--- config.mk ---
export PLATFORM = sky130hd
export DESIGN_NAME = cmp_irq_status
export DESIGN_NICKNAME = d
export VERILOG_FILES = /design/src/rtl/cmp_irq_pkg.sv /design/src/rtl/cmp_disp_flags.sv /design/src/rtl/cmp_bus_flags.sv /design/src/rtl/cmp_irq_status.sv
export SDC_FILE = /design/constraint.sdc
export NUM_CORES = 1
export LEC_CHECK = 0
export BUFFER_PORTS_ARGS = -buffer_cell sky130_fd_sc_hd__buf_2
export CAP_MARGIN = 40
export CORE_UTILIZATION = 35
export DETAILED_ROUTE_END_ITERATION = 12
export PLACE_DENSITY_LB_ADDON = 0.1
export SETUP_SLACK_MARGIN = 0.1
export SLEW_MARGIN = 20
export SYNTH_ARGS = -nofsm -noshare
export SYNTH_HDL_FRONTEND = slang
export SYNTH_SLANG_ARGS = --single-unit
--- constraint.sdc ---
create_clock -name clk -period 1.6 [get_ports clk]
set_clock_uncertainty 0.05 [all_clocks]
set_input_delay 0.16 -clock clk [delete_from_list [all_inputs] [get_ports clk]]
set_output_delay 0.16 -clock clk [all_outputs]
set_load 0.02 [all_outputs]
--- src/rtl/cmp_irq_pkg.sv ---
package cmp_irq_pkg;
  localparam int REG_W          = 32;
  localparam int FLAG_N         = 6;
  localparam int ST_DISP_BASE   = 12;
  localparam int ST_DISP_STRIDE = 6;
  localparam int EN_DISP_BASE   = 8;
  localparam int EN_DISP_STRIDE = 3;

  localparam logic [1:0] SEL_EN   = 2'd0;
  localparam logic [1:0] SEL_ST   = 2'd1;
  localparam logic [1:0] SEL_LINE = 2'd2;

  // flag index inside one display group
  localparam int FL_EOF   = 0;
  localparam int FL_EOLN  = 1;
  localparam int FL_SFRM  = 2;
  localparam int FL_SLINE = 3;
  localparam int FL_UFLOW = 4;
  localparam int FL_FLOW  = 5;

  typedef enum logic [1:0] {
    MODE_OFF  = 2'd0,
    MODE_INIT = 2'd1,
    MODE_RUN  = 2'd2,
    MODE_EOF  = 2'd3
  } disp_mode_e;

  // en: {shared short-line/underflow, line-match, end-of-frame}
  function automatic logic disp_summary(input logic [FLAG_N-1:0] f, input logic [2:0] en);
    return (f[FL_EOF] & en[0]) | (f[FL_EOLN] & en[1]) | f[FL_SFRM] |
           ((f[FL_SLINE] | f[FL_UFLOW]) & en[2]);
  endfunction
endpackage

--- src/rtl/cmp_disp_flags.sv ---
module cmp_disp_flags
  import cmp_irq_pkg::*;
#(
  parameter int LINE_W = 12
) (
  input  logic              clk,
  input  logic              rst_n,
  input  logic              clr_all,
  input  logic              hstart,
  input  logic              vstart,
  input  logic              pending,
  input  logic              fifo_rd,
  input  logic              fifo_empty,
  input  logic              fifo_low,
  input  logic              line_done,
  input  logic [LINE_W-1:0] line_num,
  input  logic [LINE_W-1:0] line_target,
  input  logic [1:0]        mode,
  output logic [FLAG_N-1:0] flags
);
  logic [1:0]        mode_q;
  logic              ev_eof, ev_eoln, ev_sfrm, ev_sline, ev_uflow;
  logic [FLAG_N-1:0] set_vec;

  assign ev_eof   = (mode_q == MODE_RUN) && (mode == MODE_EOF);
  assign ev_eoln  = line_done && (line_num == line_target);
  assign ev_sfrm  = vstart && pending;
  assign ev_sline = hstart && pending;
  assign ev_uflow = fifo_rd && fifo_empty;

  always_comb begin
    set_vec           = '0;
    set_vec[FL_EOF]   = ev_eof;
    set_vec[FL_EOLN]  = ev_eoln;
    set_vec[FL_SFRM]  = ev_sfrm;
    set_vec[FL_SLINE] = ev_sline;
    set_vec[FL_UFLOW] = ev_uflow;
    set_vec[FL_FLOW]  = fifo_low;
  end

  always_ff @(posedge clk or negedge rst_n) begin
    if (!rst_n) begin
      mode_q <= MODE_OFF;
      flags  <= '0;
    end else begin
      mode_q <= mode;
      flags  <= (flags & {FLAG_N{~clr_all}}) | set_vec;
    end
  end

  a_r1_sticky: assert property (@(posedge clk) disable iff (!rst_n)
    (flags[FL_FLOW] && !clr_all) |=> flags[FL_FLOW]);
  a_r2_short_line: assert property (@(posedge clk) disable iff (!rst_n)
    (hstart && pending) |=> flags[FL_SLINE]);
  a_r3_short_frame: assert property (@(posedge clk) disable iff (!rst_n)
    (vstart && pending) |=> flags[FL_SFRM]);
  a_r4_underflow: assert property (@(posedge clk) disable iff (!rst_n)
    (fifo_rd && fifo_empty) |=> flags[FL_UFLOW]);
  a_r5_eof_edge: assert property (@(posedge clk) disable iff (!rst_n)
    (!flags[FL_EOF] && !(mode_q == MODE_RUN && mode == MODE_EOF)) |=> !flags[FL_EOF]);
  a_r10_set_wins: assert property (@(posedge clk) disable iff (!rst_n)
    (clr_all && fifo_low) |=> flags[FL_FLOW]);
endmodule

--- src/rtl/cmp_bus_flags.sv ---
module cmp_bus_flags (
  input  logic       clk,
  input  logic       rst_n,
  input  logic       clr_all,
  input  logic       prof_pulse,
  input  logic       dma_id_err,
  input  logic       resp_valid,
  input  logic [1:0] resp_code,
  input  logic       slv_rd_err,
  input  logic       slv_wr_err,
  output logic       prof_f,
  output logic       dma_id_f,
  output logic       slv_rd_f,
  output logic       slv_wr_f,
  output logic [1:0] resp_q,
  output logic       dma_sum
);
  always_ff @(posedge clk or negedge rst_n) begin
    if (!rst_n) begin
      prof_f   <= 1'b0;
      dma_id_f <= 1'b0;
      slv_rd_f <= 1'b0;
      slv_wr_f <= 1'b0;
      resp_q   <= 2'd0;
    end else begin
      prof_f   <= (prof_f   & ~clr_all) | prof_pulse;
      dma_id_f <= (dma_id_f & ~clr_all) | dma_id_err;
      slv_rd_f <= (slv_rd_f & ~clr_all) | slv_rd_err;
      slv_wr_f <= (slv_wr_f & ~clr_all) | slv_wr_err;
      if (resp_valid)   resp_q <= resp_code;
      else if (clr_all) resp_q <= 2'd0;
    end
  end

  assign dma_sum = dma_id_f | (resp_q != 2'd0);

  a_r8_bad_resp: assert property (@(posedge clk) disable iff (!rst_n)
    (resp_valid && resp_code != 2'd0) |=> dma_sum);
  a_r9_slave_wr: assert property (@(posedge clk) disable iff (!rst_n)
    slv_wr_err |=> slv_wr_f);
  a_r9_slave_rd: assert property (@(posedge clk) disable iff (!rst_n)
    slv_rd_err |=> slv_rd_f);
endmodule

--- src/rtl/cmp_irq_status.sv ---
module cmp_irq_status
  import cmp_irq_pkg::*;
#(
  parameter int NUM_DISP = 3,
  parameter int LINE_W   = 12
) (
  input  logic                       clk,
  input  logic                       rst_n,
  input  logic                       reg_wr_en,
  input  logic [1:0]                 reg_wr_sel,
  input  logic [31:0]                reg_wr_data,
  input  logic [1:0]                 reg_rd_sel,
  output logic [31:0]                reg_rd_data,
  input  logic [NUM_DISP-1:0]        hstart_pulse,
  input  logic [NUM_DISP-1:0]        vstart_pulse,
  input  logic [NUM_DISP-1:0]        line_pending,
  input  logic [NUM_DISP-1:0]        fifo_rd_pulse,
  input  logic [NUM_DISP-1:0]        fifo_empty,
  input  logic [NUM_DISP-1:0]        fifo_low_pulse,
  input  logic [NUM_DISP-1:0]        line_done_pulse,
  input  logic [NUM_DISP*LINE_W-1:0] line_done_num,
  input  logic [2*NUM_DISP-1:0]      disp_mode,
  input  logic                       prof_pulse,
  input  logic                       dma_id_err_pulse,
  input  logic                       resp_valid,
  input  logic [1:0]                 resp_code,
  input  logic                       slv_rd_err_pulse,
  input  logic                       slv_wr_err_pulse,
  output logic                       irq
);
  // layout holds three display groups; NUM_DISP must stay at or below 3
  localparam int NUM_SRC = NUM_DISP + 4;

  logic [REG_W-1:0]  en_q;
  logic [LINE_W-1:0] line_q;
  logic              clr_all;
  logic [FLAG_N-1:0] dflags [NUM_DISP];
  logic [NUM_DISP-1:0] disp_sum;
  logic              prof_f, dma_id_f, slv_rd_f, slv_wr_f, dma_sum;
  logic [1:0]        resp_q;
  logic [NUM_SRC-1:0] src_gated;
  logic              src_any;
  logic              irq_q;
  logic [REG_W-1:0]  status_w;
  logic              evt_any;

  assign clr_all = reg_wr_en && (reg_wr_sel == SEL_ST) && reg_wr_data[0];

  always_ff @(posedge clk or negedge rst_n) begin
    if (!rst_n) begin
      en_q   <= '0;
      line_q <= '0;
    end else if (reg_wr_en) begin
      if (reg_wr_sel == SEL_EN)   en_q   <= reg_wr_data;
      if (reg_wr_sel == SEL_LINE) line_q <= reg_wr_data[LINE_W-1:0];
    end
  end

  for (genvar d = 0; d < NUM_DISP; d++) begin : g_disp
    cmp_disp_flags #(.LINE_W(LINE_W)) u_disp (
      .clk        (clk),
      .rst_n      (rst_n),
      .clr_all    (clr_all),
      .hstart     (hstart_pulse[d]),
      .vstart     (vstart_pulse[d]),
      .pending    (line_pending[d]),
      .fifo_rd    (fifo_rd_pulse[d]),
      .fifo_empty (fifo_empty[d]),
      .fifo_low   (fifo_low_pulse[d]),
      .line_done  (line_done_pulse[d]),
      .line_num   (line_done_num[d*LINE_W +: LINE_W]),
      .line_target(line_q),
      .mode       (disp_mode[2*d +: 2]),
      .flags      (dflags[d])
    );
    assign disp_sum[d] = disp_summary(dflags[d],
                           en_q[EN_DISP_BASE + EN_DISP_STRIDE*d +: 3]);
    assign src_gated[1+d] = disp_sum[d] & en_q[1+d];
  end

  cmp_bus_flags u_bus (
    .clk        (clk),
    .rst_n      (rst_n),
    .clr_all    (clr_all),
    .prof_pulse (prof_pulse),
    .dma_id_err (dma_id_err_pulse),
    .resp_valid (resp_valid),
    .resp_code  (resp_code),
    .slv_rd_err (slv_rd_err_pulse),
    .slv_wr_err (slv_wr_err_pulse),
    .prof_f     (prof_f),
    .dma_id_f   (dma_id_f),
    .slv_rd_f   (slv_rd_f),
    .slv_wr_f   (slv_wr_f),
    .resp_q     (resp_q),
    .dma_sum    (dma_sum)
  );

  assign src_gated[0]          = prof_f   & en_q[0];
  assign src_gated[NUM_DISP+1] = dma_sum  & en_q[4];
  assign src_gated[NUM_DISP+2] = slv_wr_f & en_q[5];
  assign src_gated[NUM_DISP+3] = slv_rd_f & en_q[6];
  assign src_any = |src_gated;

  always_ff @(posedge clk or negedge rst_n) begin
    if (!rst_n) irq_q <= 1'b0;
    else        irq_q <= src_any;
  end
  assign irq = irq_q;

  always_comb begin
    status_w      = '0;
    status_w[0]   = prof_f;
    for (int d = 0; d < NUM_DISP; d++) begin
      status_w[1+d] = disp_sum[d];
      status_w[ST_DISP_BASE + ST_DISP_STRIDE*d +: FLAG_N] = dflags[d];
    end
    status_w[4]   = dma_sum;
    status_w[5]   = slv_wr_f;
    status_w[6]   = slv_rd_f;
    status_w[7]   = dma_id_f;
    status_w[9:8] = resp_q;
  end

  always_comb begin
    case (reg_rd_sel)
      SEL_EN:   reg_rd_data = en_q;
      SEL_ST:   reg_rd_data = status_w;
      SEL_LINE: reg_rd_data = {{(REG_W-LINE_W){1'b0}}, line_q};
      default:  reg_rd_data = '0;
    endcase
  end

  // any input that could set a flag this cycle
  assign evt_any = (|hstart_pulse) | (|vstart_pulse) | (|fifo_rd_pulse) |
                   (|fifo_low_pulse) | (|line_done_pulse) | prof_pulse |
                   dma_id_err_pulse | resp_valid | slv_rd_err_pulse |
                   slv_wr_err_pulse;

  a_r10_clear_all: assert property (@(posedge clk) disable iff (!rst_n)
    (clr_all && !evt_any && !(|disp_mode)) |=> (status_w == '0));
  a_r11_irq_rise: assert property (@(posedge clk) disable iff (!rst_n)
    src_any |=> irq);
  a_r11_irq_fall: assert property (@(posedge clk) disable iff (!rst_n)
    !src_any |=> !irq);
endmodule

==> metrics.txt, run 1 <==
synthesized area divided by synthesized cell count 11.7 sq um; wire length per cell 16.2 um; Die Width roughly 100 um; final hold violation count 0; die outline height roughly 100 um; most frequent cells in the layout buf_2, dfrtp_1, dlygate4sd3_1; period utilization 1.10; final setup violation count 4; Worst Setup Path Type reg2out; total grt overflow 0; Max H-tree Level 3; count of inserted antenna diode cells 0; CTS sink count 75; clock transition at the registers of the reported paths 0.08 ns; fin. max-slew vios 0; number of buffers added on ports 141; Combinational Power Share 0.242; number of antenna violations at the first check in global routing 0; area of the mapped netlist 3690 sq um; peak supply drop between 500 and 600 uV; YS warnings 0; number of instances in the synthesized netlist 315; number of vias in the routed layout 3237; maximum number of pins on one net before global-route repair 34; capturing element type of the critical path primary output; outcome finished, violations left; initial cell density of the core 0.359; total power divided by cell area 1000 nW/um^2; post-synthesis register bit count 75; type of origin of the critical path flip-flop; setup repair after global routing missed its margin yes; total die area 11000 sq um; count of nets left with antenna violations after detail routing 0; Rows 37; total global routing track utilization 0.206; worst slew pin tran 0.469 ns; placed instance count 591; smallest setup slack after layout -0.161 ns; Detailed Route Iter0 Violations 90; net switching power figure around 1.6 mW; highest achievable clock rate 568 MHz; portion of total power attributed to the clock network 0.329; final net count 646; final weighted congestion in routability-driven placement 0.828; area growth from synthesis to layout 53.2%; Sequential Power Share 0.429; Top-Level Pins 142; placeable core region 10300 sq um; Max Cap Viol 0; commonest non-fill, non-tap cell in the layout buf_2; area leader, netlist dfrtp_1; critical path required time about 1.4 ns; standby leakage power 2.63 nW; fraction of synthesized cell area taken by the top area cell type 0.508; number of different library cells in the post-synthesis netlist 29; count of non-filler cells in the finished layout 678; fraction of layout instances using a drive strength above 1 0.446; leading cell types by total area after synthesis dfrtp_1, mux2_2, mux2i_1; fraction of the yosys area taken by sequential cells 0.508; post-detailed-route DRC marker count 0; CTS tree yes; CP arrival 1.55 ns; number of buffers on the longest clock path 2; Post-DP HPWL around 7.6 mm; Root Driver clkbuf_8; filler cell count in the final layout 934; clk_lat worst skew roughly 0.35 ns; number of buffers inserted during clock tree synthesis 9; first-pass iteration count of the detailed router 4; Crit Path Max Fanout 2; proportion of total power due to net switching 0.279; vias in the first global route 3390; Synth Net Count 424; Min Clock Period, post-route 1.76 ns; worst reg2reg setup slack 0.18 ns; global-route wire length before repair around 17 mm; via/cell ratio 4.77; final wirelength 11.0 mm; Slew headroom 0.688; Internal Dissipation between 4 and 5 mW; violations in the final reports setup timing; power consumption about 5.7 mW; type of the most critical hold path in2reg
-- worst max-delay path: stages (launching register included) --
cell and delay (ns):
dfrtp_1 0.40, a221oi_2 0.31, nand3_1 0.12, o21ai_0 0.09, o21ai_1 0.10, buf_2 0.17
-- worst paths after layout --
kind,cells after the start,endpoint,start
worst max-delay path,5,reg_rd_data[2],en_q[11]$_DFFE_PN0P_
worst min-delay path,2,g_disp[1].u_disp.flags[2]$_DFF_PN0_,vstart_pulse[1]
worst max register to register,5,g_disp[2].u_disp.flags[1]$_DFF_PN0_,line_q[10]$_DFFE_PN0P_
worst min register to register,1,g_disp[0].u_disp.flags[5]$_DFF_PN0_,g_disp[0].u_disp.flags[5]$_DFF_PN0_
max in group asynchronous,3,g_disp[1].u_disp.flags[5]$_DFF_PN0_,rst_n
min in group asynchronous,2,g_disp[1].u_disp.flags[4]$_DFF_PN0_,rst_n
-- flip-flops by register name, summed over array words and instances, names as in the netlist --
register / cells
u_bus.resp_q: 2
g_disp.u_disp.flags: 18
u_bus.slv_rd_f: 1
en_q: 32
u_bus.dma_id_f: 1
u_bus.prof_f: 1
u_bus.slv_wr_f: 1
irq: 1
g_disp.u_disp.mode_q: 6
line_q: 12
-- what timing repair did --
action	4_1_cts	5_1_grt
endpoints found under the setup margin	8	14
hold buffers	59	0
buffers inserted	7	5
resized for setup	19	14
pin swaps	4	9
endpoints found under the hold margin	81	0
-- power by group through the flow --
stage / clock [mW] / combinational (mW) / sequential, mW
after floorplan: 0 / 0.739 / 2.37
after global placement: 0 / 1.15 / 2.44
after detailed placement: 0 / 1.16 / 2.45
after CTS: 1.90 / 1.34 / 2.43
after global routing: 1.99 / 1.49 / 2.47
final: 1.86 / 1.37 / 2.43
-- final cells by class --
class / instances / area [sq um] / area share
inverter: 1 / 3.75 / 0.000664
clock buffer: 12 / 165 / 0.0292
tap: 136 / 170 / 0.0301
timing repair buffer: 226 / 1570 / 0.277
multi-input combinational: 224 / 1770 / 0.313
clock inverter: 4 / 95.1 / 0.0168
sequential: 75 / 1890 / 0.334
-- cells by family after synthesis --
kind of cell	count (synthesis)	synth area share
flip-flops	75	0.508
AND/OR/NAND/NOR	74	0.0969
multiplexers	69	0.202
AO/OA/AOI/OAI	45	0.0810
XOR/XNOR	36	0.0854
buffers and inverters	16	0.0264
-- Yosys cell counts (all sizes together) --
library cell and count:
nor4 6, mux2i 26, inv 1, o21ai 23
nand3b 1, buf 11, dfrtp 75, a21o 7
nor2b 1, a22oi 1, mux2 43, a22o 9
nor2 20, nand3 6, a222oi 1, o2111ai 1
nand2 29, xor2 24, nor3b 3, nand4 3
nand4b 4, xnor2 12, a221oi 3, clkbuf 4
nor3 1
-- layer usage --
layer	track usage	vias up	part of all wire
met3	0.0462	16	0.052
met5	0	-	0
met1	0.262	1553	0.46
li1	-	1561	-
met4	0.0714	0	0.017
met2	0.346	107	0.47
-- metrics by stage --
step / area (sq um) / hold slack (ns) / setup WS (ns) / util / TNS (ns)
finish: 5650 / 0.0214 / -0.161 / 0.550 / -0.475
global route: 5650 / 0.00238 / -0.277 / 0.550 / -0.864
CTS: 5580 / 0.000258 / -0.200 / 0.543 / -0.559
detailed placement: 4630 / 0.106 / 0.0527 / 0.451 / 0
global placement: 4630 / 0.0989 / 0.0445 / 0.451 / 0
floorplan: 3690 / -0.186 / 0.233 / - / 0
(Power assumes the default switching activity.)
==> run 2, diff against run 1 <==
==> constraint.sdc (replaced) <==
create_clock -name clk -period 1.6 [get_ports clk]
set_clock_uncertainty 0.05 [all_clocks]
set_input_delay 0.24 -clock clk [delete_from_list [all_inputs] [get_ports clk]]
set_output_delay 0.24 -clock clk [all_outputs]
set_load 0.02 [all_outputs]
==> metrics.txt, run 2 (synthesized netlist as in run 1, its figures left out) <==
outcome finished, violations left; violations in the final reports setup timing; final weighted congestion in routability-driven placement 0.778; Hold Path Cell Cnt 2; type of origin of the critical path flip-flop; number of antenna violations at the first check in global routing 0; worst slew pin tran ~0.42 ns; wire length per cell roughly 16 um; Min Clock Period, post-route around 1.8 ns; Post-DP HPWL about 7.4 mm; placed standard-cell area about 4700 sq um; post-detailed-route DRC marker count 0; Root Driver clkbuf_8; number of buffers inserted during clock tree synthesis 9; Worst Setup Path Type reg2out; placeable core region slightly above 10000 sq um; Slew headroom 0.719; Detailed Route Iter0 Violations 166; kind of cell adding the most delay to the critical path compound AO/OA/AOI/OAI gates; depth of the most critical reg-to-reg path 6; total die area 11000 sq um; standby leakage power 2.46 nW; Die Width around 100 um; vias in the first global route 3180; number of buffers on the longest clock path 2; clk_lat worst skew about 0.35 ns; worst hold path startpoint slv_rd_err_pulse; critical path required time 1.31 ns; commonest non-fill, non-tap cell in the layout buf_2; power consumption between 5 and 6 mW; placed instance count 595; largest register by flop count en_q; total power divided by cell area around 1000 nW/um^2; via/cell ratio 4.82; top flop regs en_q (32), g_disp.u_disp.flags (18), line_q (12); Top-Level Pins roughly 140; worst hold slack across all endpoints 0.0144 ns; fin. max-slew vios 0; fraction of layout instances using a drive strength above 1 0.488; period utilization 1.14; peak supply drop 436 uV; initial cell density of the core 0.359; start of the worst register-to-register path g_disp[1].u_disp.flags[0]$_DFF_PN0_; area growth from synthesis to layout 40.2%; number of buffers added on ports between 100 and 150; total global routing track utilization 0.193; count of nets left with antenna violations after detail routing 0; count of inserted antenna diode cells 0; number of vias in the routed layout around 3000; CTS tree yes; cell repeated most along the worst path o21ai_1; flip-flop count of the largest register after layout 32; Max stage delay on crit path 0.44 ns; final hold violation count 0; count of non-filler cells in the finished layout 636; cell chain of the critical path a221oi_2 -> nand3_1 -> o21ai_1 -> o21ai_1 -> buf_2; Critical path buffers and inverters 1; Rows 37; most frequent cells in the layout buf_2, dfrtp_1, mux2_2; filler cell count in the final layout 998; maximum number of pins on one net before global-route repair 76; worst reg2reg setup slack roughly 0.06 ns; first-pass iteration count of the detailed router 6; die outline height 105 um; total grt overflow 0; global-route wire length before repair roughly 16 mm; clock transition at the registers of the reported paths approximately 0.08 ns; CTS sink count between 70 and 80; CP arrival about 1.5 ns; Max H-tree Level 3; final wirelength 10.2 mm; crit path max-delay cell type dfrtp_1; Crit Path Max Fanout 2; capture instance of the worst register-to-register path irq$_DFF_PN0_; capturing element type of the critical path primary output; highest achievable clock rate 548 MHz; type of the most critical hold path in2reg; number of cells on the critical path 5; setup repair after global routing missed its margin yes; final net count 604; Final Cell Area around 5200 sq um; Max Cap Viol 0; smallest setup slack after layout -0.226 ns; end point of the worst hold path u_bus.slv_rd_f$_DFF_PN0_; final setup violation count 5
run 2: cell types whose count changed in the layout (fill, tap and decap cells not counted), moves of 2 or more:
cell	delta
buf_2	-8
buf_4	+12
buf_6	+4
bufinv_16	-2
clkbuf_8	-2
clkinv_4	+3
dfrtp_1	+2
dfrtp_2	-2
dlygate4sd3_1	-50
o21ai_0	-4
o21ai_1	+5
run 2: layout make-up:
cell class,instances,area (sq um),area share
Inverter,1,3.75,0.000725
Multi-Input combinational cell,224,1750,0.338
Timing Repair Buffer,184,1160,0.224
Clock buffer,10,138,0.0266
Clock inverter,6,72.6,0.0140
Tap cell,136,170,0.0329
Sequential cell,75,1880,0.364
run 2: what timing repair did:
action | 4_1_cts | 5_1_grt
gates resized for setup | 26 | 14
hold buffers | 9 | 0
buffers inserted | 8 | 9
endpoints found under the hold margin | 83 | 0
endpoints found under the setup margin | 16 | 24
pin swaps | 8 | 10
run 2: routing by layer:
metal  track usage  wire length [um]  vias to the layer above
met1         0.263              4740                     1469
li1              -                 -                     1486
met5             0                 0                        -
met3        0.0543               785                        8
met2         0.297              4610                      105
met4        0.0604                85                        0
run 2: metrics by stage:
step / worst slack, ns / utilization / TNS (ns)
floorplan: 0.152 / - / 0
global placement: 0.0351 / 0.453 / 0
detailed placement: 0.0781 / 0.453 / 0
CTS: -0.223 / 0.495 / -0.671
global route: -0.332 / 0.504 / -1.38
finish: -0.226 / 0.504 / -0.654
run 2: how the worst max path moves through the flow:
stage | start | endpoint | slack [ns]
detailed placement | line_q[7]$_DFFE_PN0P_ | g_disp[0].u_disp.flags[1]$_DFF_PN0_ | 0.08
global placement | line_q[7]$_DFFE_PN0P_ | g_disp[0].u_disp.flags[1]$_DFF_PN0_ | 0.04
global route | g_disp[1].u_disp.flags[0]$_DFF_PN0_ | reg_rd_data[2] | -0.33
finish | g_disp[2].u_disp.flags[1]$_DFF_PN0_ | reg_rd_data[3] | -0.23
CTS | en_q[11]$_DFFE_PN0P_ | reg_rd_data[2] | -0.22
floorplan | reg_rd_sel[0] | reg_rd_data[30] | 0.15
run 2: report_power, final:
part / internal (mW) / switching (mW) / leakage (nW) / total (mW)
clock network: 0.776 / 0.753 / 0.103 / 1.53
logic: 0.723 / 0.609 / 1.51 / 1.33
registers: 2.17 / 0.249 / 0.847 / 2.42
